`config.mk`:
```
export PLATFORM = sky130hd
export DESIGN_NAME = gpio_pin_bank
export DESIGN_NICKNAME = d
export VERILOG_FILES = /design/src/rtl/gpio_pkg.sv /design/src/rtl/gpio_in_sync.sv /design/src/rtl/gpio_regs.sv /design/src/rtl/gpio_pin_cell.sv /design/src/rtl/gpio_pin_bank.sv
export SDC_FILE = /design/constraint.sdc
export NUM_CORES = 1
export LEC_CHECK = 0
export ABC_AREA = 0
export ABC_CLOCK_PERIOD_IN_PS = 1400
export BUFFER_PORTS_ARGS = -buffer_cell sky130_fd_sc_hd__clkbuf_2
export CORE_MARGIN = 4
export CORE_UTILIZATION = 50
export DETAILED_ROUTE_END_ITERATION = 8
export PLACE_DENSITY = 0.78
export SLEW_MARGIN = 20
export SYNTH_ARGS = -nofsm -noshare
export SYNTH_HDL_FRONTEND = slang
export SYNTH_SLANG_ARGS = --single-unit
```
`constraint.sdc`:
```
create_clock -name clk -period 1.4 [get_ports clk]
set_input_delay 0.21 -clock clk [delete_from_list [all_inputs] [get_ports clk]]
set_output_delay 0.21 -clock clk [all_outputs]
set_load 0.05 [all_outputs]
```
`src/rtl/gpio_pkg.sv`:
```
package gpio_pkg;
  localparam int ADDR_W = 3;
  localparam logic [ADDR_W-1:0] A_DOUT = 3'd0;
  localparam logic [ADDR_W-1:0] A_OE   = 3'd1;
  localparam logic [ADDR_W-1:0] A_OC   = 3'd2;
  localparam logic [ADDR_W-1:0] A_INV  = 3'd3;
  localparam logic [ADDR_W-1:0] A_IN   = 3'd4;
endpackage

```
`src/rtl/gpio_in_sync.sv`:
```
module gpio_in_sync #(
  parameter int WIDTH  = 24,
  parameter int STAGES = 2
) (
  input  logic             clk,
  input  logic             rst_n,
  input  logic [WIDTH-1:0] d,
  output logic [WIDTH-1:0] q
);
  logic [WIDTH-1:0] stg [STAGES];

  always_ff @(posedge clk or negedge rst_n) begin
    if (!rst_n) stg[0] <= '0;
    else        stg[0] <= d;
  end

  for (genvar s = 1; s < STAGES; s++) begin : g_stage
    always_ff @(posedge clk or negedge rst_n) begin
      if (!rst_n) stg[s] <= '0;
      else        stg[s] <= stg[s-1];
    end
  end

  assign q = stg[STAGES-1];
endmodule

```
`src/rtl/gpio_regs.sv`:
```
module gpio_regs
  import gpio_pkg::*;
#(
  parameter int WIDTH = 24
) (
  input  logic              clk,
  input  logic              rst_n,
  input  logic              wr_en,
  input  logic [ADDR_W-1:0] wr_addr,
  input  logic [WIDTH-1:0]  wr_data,
  input  logic [ADDR_W-1:0] rd_addr,
  input  logic [WIDTH-1:0]  in_val,
  output logic [WIDTH-1:0]  rd_data,
  output logic [WIDTH-1:0]  dout_q,
  output logic [WIDTH-1:0]  oe_q,
  output logic [WIDTH-1:0]  oc_q,
  output logic [WIDTH-1:0]  inv_q
);
  always_ff @(posedge clk or negedge rst_n) begin
    if (!rst_n) begin
      dout_q <= '0;
      oe_q   <= '0;
      oc_q   <= '0;
      inv_q  <= '0;
    end else if (wr_en) begin
      case (wr_addr)
        A_DOUT:  dout_q <= wr_data;
        A_OE:    oe_q   <= wr_data;
        A_OC:    oc_q   <= wr_data;
        A_INV:   inv_q  <= wr_data;
        default: ;
      endcase
    end
  end

  always_comb begin
    case (rd_addr)
      A_DOUT:  rd_data = dout_q;
      A_OE:    rd_data = oe_q;
      A_OC:    rd_data = oc_q;
      A_INV:   rd_data = inv_q;
      A_IN:    rd_data = in_val;
      default: rd_data = '0;
    endcase
  end

  AST_RESET_HIZ: assert property (@(posedge clk) !rst_n |-> (oe_q == '0));
  AST_WRITE_LANDS: assert property (@(posedge clk) disable iff (!rst_n)
    (wr_en && wr_addr == A_OE) |=> (oe_q == $past(wr_data)));
  AST_IGNORED_ADDR: assert property (@(posedge clk) disable iff (!rst_n)
    (wr_en && wr_addr >= A_IN) |=> $stable(dout_q) && $stable(oe_q));
endmodule

```
`src/rtl/gpio_pin_cell.sv`:
```
module gpio_pin_cell (
  input  logic clk,
  input  logic rst_n,
  input  logic reg_d,
  input  logic reg_oe,
  input  logic oc,
  input  logic inv,
  input  logic fn_en,
  input  logic fn_d,
  input  logic fn_oe,
  output logic pad_out,
  output logic pad_oe
);
  logic sel_d, sel_oe, drv_d;

  // True selection between owners, not an OR of both
  assign sel_d  = fn_en ? fn_d  : reg_d;
  assign sel_oe = fn_en ? fn_oe : reg_oe;
  assign drv_d  = sel_d ^ inv;

  always_comb begin
    if (oc) begin
      pad_out = 1'b0;
      pad_oe  = sel_oe & ~drv_d;
    end else begin
      pad_out = drv_d;
      pad_oe  = sel_oe;
    end
  end

  AST_OC_NO_HIGH: assert property (@(posedge clk) disable iff (!rst_n)
    (oc && pad_oe) |-> !pad_out);
  AST_FN_OWNS_OE: assert property (@(posedge clk) disable iff (!rst_n)
    (fn_en && !fn_oe) |-> !pad_oe);
endmodule

```
`src/rtl/gpio_pin_bank.sv`:
```
module gpio_pin_bank
  import gpio_pkg::*;
#(
  parameter int NPINS = 24
) (
  input  logic              clk,
  input  logic              rst_n,
  input  logic              wr_en,
  input  logic [ADDR_W-1:0] wr_addr,
  input  logic [NPINS-1:0]  wr_data,
  input  logic [ADDR_W-1:0] rd_addr,
  output logic [NPINS-1:0]  rd_data,
  input  logic [NPINS-1:0]  fn_en,
  input  logic [NPINS-1:0]  fn_out,
  input  logic [NPINS-1:0]  fn_oe,
  output logic [NPINS-1:0]  fn_in,
  input  logic [NPINS-1:0]  pad_in,
  output logic [NPINS-1:0]  pad_out,
  output logic [NPINS-1:0]  pad_oe
);
  logic [NPINS-1:0] dout_q, oe_q, oc_q, inv_q, pad_sync, in_val;

  gpio_in_sync #(.WIDTH(NPINS), .STAGES(2)) u_sync (
    .clk(clk), .rst_n(rst_n), .d(pad_in), .q(pad_sync)
  );

  assign in_val = pad_sync ^ inv_q;
  assign fn_in  = in_val;

  gpio_regs #(.WIDTH(NPINS)) u_regs (
    .clk(clk), .rst_n(rst_n), .wr_en(wr_en), .wr_addr(wr_addr),
    .wr_data(wr_data), .rd_addr(rd_addr), .in_val(in_val),
    .rd_data(rd_data), .dout_q(dout_q), .oe_q(oe_q), .oc_q(oc_q),
    .inv_q(inv_q)
  );

  for (genvar p = 0; p < NPINS; p++) begin : g_pin
    gpio_pin_cell u_cell (
      .clk(clk), .rst_n(rst_n),
      .reg_d(dout_q[p]), .reg_oe(oe_q[p]), .oc(oc_q[p]), .inv(inv_q[p]),
      .fn_en(fn_en[p]), .fn_d(fn_out[p]), .fn_oe(fn_oe[p]),
      .pad_out(pad_out[p]), .pad_oe(pad_oe[p])
    );
  end
endmodule

```
==> results.md <==
* Area grow syn2layout at 60.1%
* Num CTS Buffers at 17
* Post-synthesis cell type count at 30
* Routed WL at 26300 um
* Initial antenna violation count at 1
* Final RePlAce weighted congestion at 0.909
* Routed len/inst at 23.6 um
* R2R Setup Slk at 0.32 ns
* Final Critical Period at 1.95 ns
* Worst Skew at 0.00455 ns
* Initial DRC Count at 374
* Cell Rows at 44
* Hold Path Class: in -> reg
* Mapped Nets at 757
* Non-filler cells, final at 1115
* Pin count of the biggest net entering global routing at 40
* WS Path Type: reg -> out
* Grt met1 use at 31.8%
* Remaining global-route overflow at 0
* Reg clk slew, reported paths at 0.06 ns
* DRT Pass-1 Iters at 5
* Bufs and invs on worst path at 1
* Die Y-Extent at 132 um
* CP endpoint kind: primary output
* Synthesized instance count at 628
* Vias at 6467
* Clk buf depth at 2
* Post-route ant nets at 0
* Root Driver: clkbuf_16
* Crit Path Max Fanout at 3
* Status: complete, but fails checks
* Area of the core at 14800 um2
* Synth Warn # at 0
* Vias in the first global route at 7152
* Final setup margin at -0.549 ns
* Clock Sinks at 144
* Reg2reg path depth at 3
* Post-layout net count at 1046
* Clk_lat worst skew at 0.42 ns
* Leakage at 5.52 nW
* H-tree Lvls at 4
* Pre-CTS setup slack at -0.282 ns
* CTS tree: done
* DRC viols at 0
* Hold Crit Start: wr_data[19]
* WHS at 0.0702 ns
* FF-to-FF Start: u_regs.inv_q[6]
* M2 GR Usage at 49.7%
* Met3 GRT Util at 5.38%
* CP delay by family, top: flip-flops
* Hold Path End: u_regs.inv_q[19]
* CP arrival at 1.74 ns
* Maximum clock rate at 513 MHz
* Relative slew slack at 74.5%
* Die area at 17400 um2
* DP Wirelength at 15300 um
* Total track usage at 27.8%
* Cell type with the largest total area after synthesis: dfrtp_1
* PwrDens at 1570 nW/um2
* Max IR drop VDD at 0.00105 V
* Synth top area share at 47.0%
* CP Cell Sequence: mux2i_2 -> xnor2_2 -> nor2b_4 -> buf_8
* I/O Buffers at 224
* Number of synthesized register bits at 144
* Vias per cell at 5.80
* Number of max-cap violations at 0
* Area contributors post-synth: dfrtp_1 (47%), mux2_2 (13%), mux2i_1 (9.4%)
* I/O pin count at 225
* Failing checks: negative setup slack
* Crit path largest cell delay at 0.43 ns
* RSZ-0062 raised after global routing: true
* Slew of the pin with the lowest slew margin at 0.381 ns
* Fin crit share at 139%
* Fin util at 83.2%
* Hold depth at 2
* Data required time of the critical path at 1.19 ns
* DIE WIDTH at 132 um
* Initial Utilization at 51.9%
* Register area share after synthesis at 47.0%
* Slowest-stage cell, CP: dfrtp_1
* Synth Area per Inst at 12.2 um2
* Dpl cells at 1021
* Final Power at 19.2 mW
* Worst setup SP type: flip-flop
* First-pass GRT wire length at 38200 um
* Final Setup Violations at 96
* Final hold vios at 0
* FF-to-FF End: u_regs.inv_q[6]
* Fraction of layout cells with a size suffix above 1 at 62.0%
* Final Max Tran Viols at 0
* Post-Syn Area at 7660 um2
* Most Crowded Layer GR: met2
kinds of logic after synthesis:
logic type                Yosys count  share of synthesized area [%]
muxes                             168                           23.5
DFF                               144                           47.0
and+or+nand+nor                   105                           9.67
AOI/OAI and AO/OA                  83                           6.96
buffers and inverters              80                           7.36
xor gates and xnor gates           48                           5.49
registers in the layout, indices dropped and copies added, names as in the netlist:
signal	count
u_regs.dout_q	24
u_regs.inv_q	24
u_regs.oc_q	24
u_regs.oe_q	24
u_sync.q	24
u_sync.stg	24
routing by layer:
| layer | up-vias | part of all wire [%] |
|---|---|---|
| li1 | 2800 | - |
| met1 | 3295 | 37 |
| met2 | 296 | 54 |
| met3 | 76 | 5.6 |
| met4 | 0 | 4.1 |
| met5 | - | 0 |
worst reg2reg max path: stages, from the launching register on:
cell,delay [ns]
dfrtp_1,0.44
buf_6,0.16
buf_6,0.11
mux2_2,0.26
power breakdown:
group	switching (mW)	total [mW]	internal, mW
logic	4.69	8.83	4.14
registers	0.902	5.76	4.86
clock network	1.74	4.65	2.91
cell usage in the layout, fill, tap and decap left out, drive strengths merged:
| cell | count |
|---|---|
| o21ai | 24 |
| buf | 171 |
| nor4b | 25 |
| a22oi | 2 |
| or2 | 2 |
| dlygate4sd3 | 25 |
| nor3b | 3 |
| a32oi | 1 |
| o221ai | 2 |
| clkbuf | 177 |
| xor2 | 24 |
| dfrtp | 144 |
| clkinv | 3 |
| nand2 | 21 |
| nand4b | 1 |
| mux2 | 96 |
| nand3b | 13 |
| and3b | 1 |
| xnor2 | 24 |
| diode | 1 |
| a2bb2oi | 8 |
| mux2i | 72 |
| o2111ai | 13 |
| inv | 1 |
| a21oi | 24 |
| nor2b | 37 |
| and4bb | 2 |
| o211ai | 9 |
| bufinv | 2 |
| clkinvlp | 3 |
metrics by stage:
stage          area (um2)  TNS, ns
4_1_cts             11700   -26.66
5_1_grt             12300   -34.42
3_3_place_gp         9540    -4.94
3_5_place_dp         9540    -6.05
6_report            12300   -29.05
2_1_floorplan        7840    -4.89
cell type report:
| cell class | count | area [um2] |
|---|---|---|
| Multi-Input combinational cell | 404 | 4340 |
| Sequential cell | 144 | 3620 |
| Timing Repair Buffer | 349 | 3460 |
| Fill cell | 701 | 2480 |
| Clock buffer | 24 | 512 |
| Tap cell | 184 | 230 |
| Clock inverter | 8 | 101 |
| Inverter | 1 | 3.75 |
| Antenna cell | 1 | 2.50 |
worst max-delay path by stage:
stage                                  from           to  slack, ns  cells past startpoint
after floorplan                  rd_addr[1]  rd_data[21]      -0.35                      4
after global placement           rd_addr[0]  rd_data[18]      -0.25                      6
after detailed placement         rd_addr[2]  rd_data[18]      -0.28                      6
after CTS                  u_regs.dout_q[2]   pad_out[2]      -0.48                      5
after global routing           u_sync.q[23]  rd_data[23]      -0.63                      5
final                     u_regs.dout_q[23]  pad_out[23]      -0.55                      4
cells in the mapped netlist:
library cell,number
xor2_1,24
xnor2_1,24
or2_2,2
buf_2,10
nand3b_1,13
buf_1,1
mux2_2,90
nor4b_1,24
o21ai_0,24
mux2_1,6
dfrtp_1,144
buf_4,51
inv_1,1
and4bb_1,2
and3b_1,1
mux2i_1,72
nand4b_2,1
a2bb2oi_1,8
nor3b_2,3
a22oi_1,2
o211ai_1,9
buf_6,8
o2111ai_1,13
nor4b_4,1
a21oi_1,24
o221ai_1,2
clkbuf_1,9
nor2b_1,37
nand2_1,21
a32oi_1,1
what timing repair did:
item,CTS,global route
pin swaps,94,44
endpoints found under the setup margin,96,96
endpoints found under the hold margin,57,0
hold buffers,25,0
buffers inserted,29,13
resized for setup,245,156
(Power assumes the default switching activity.)
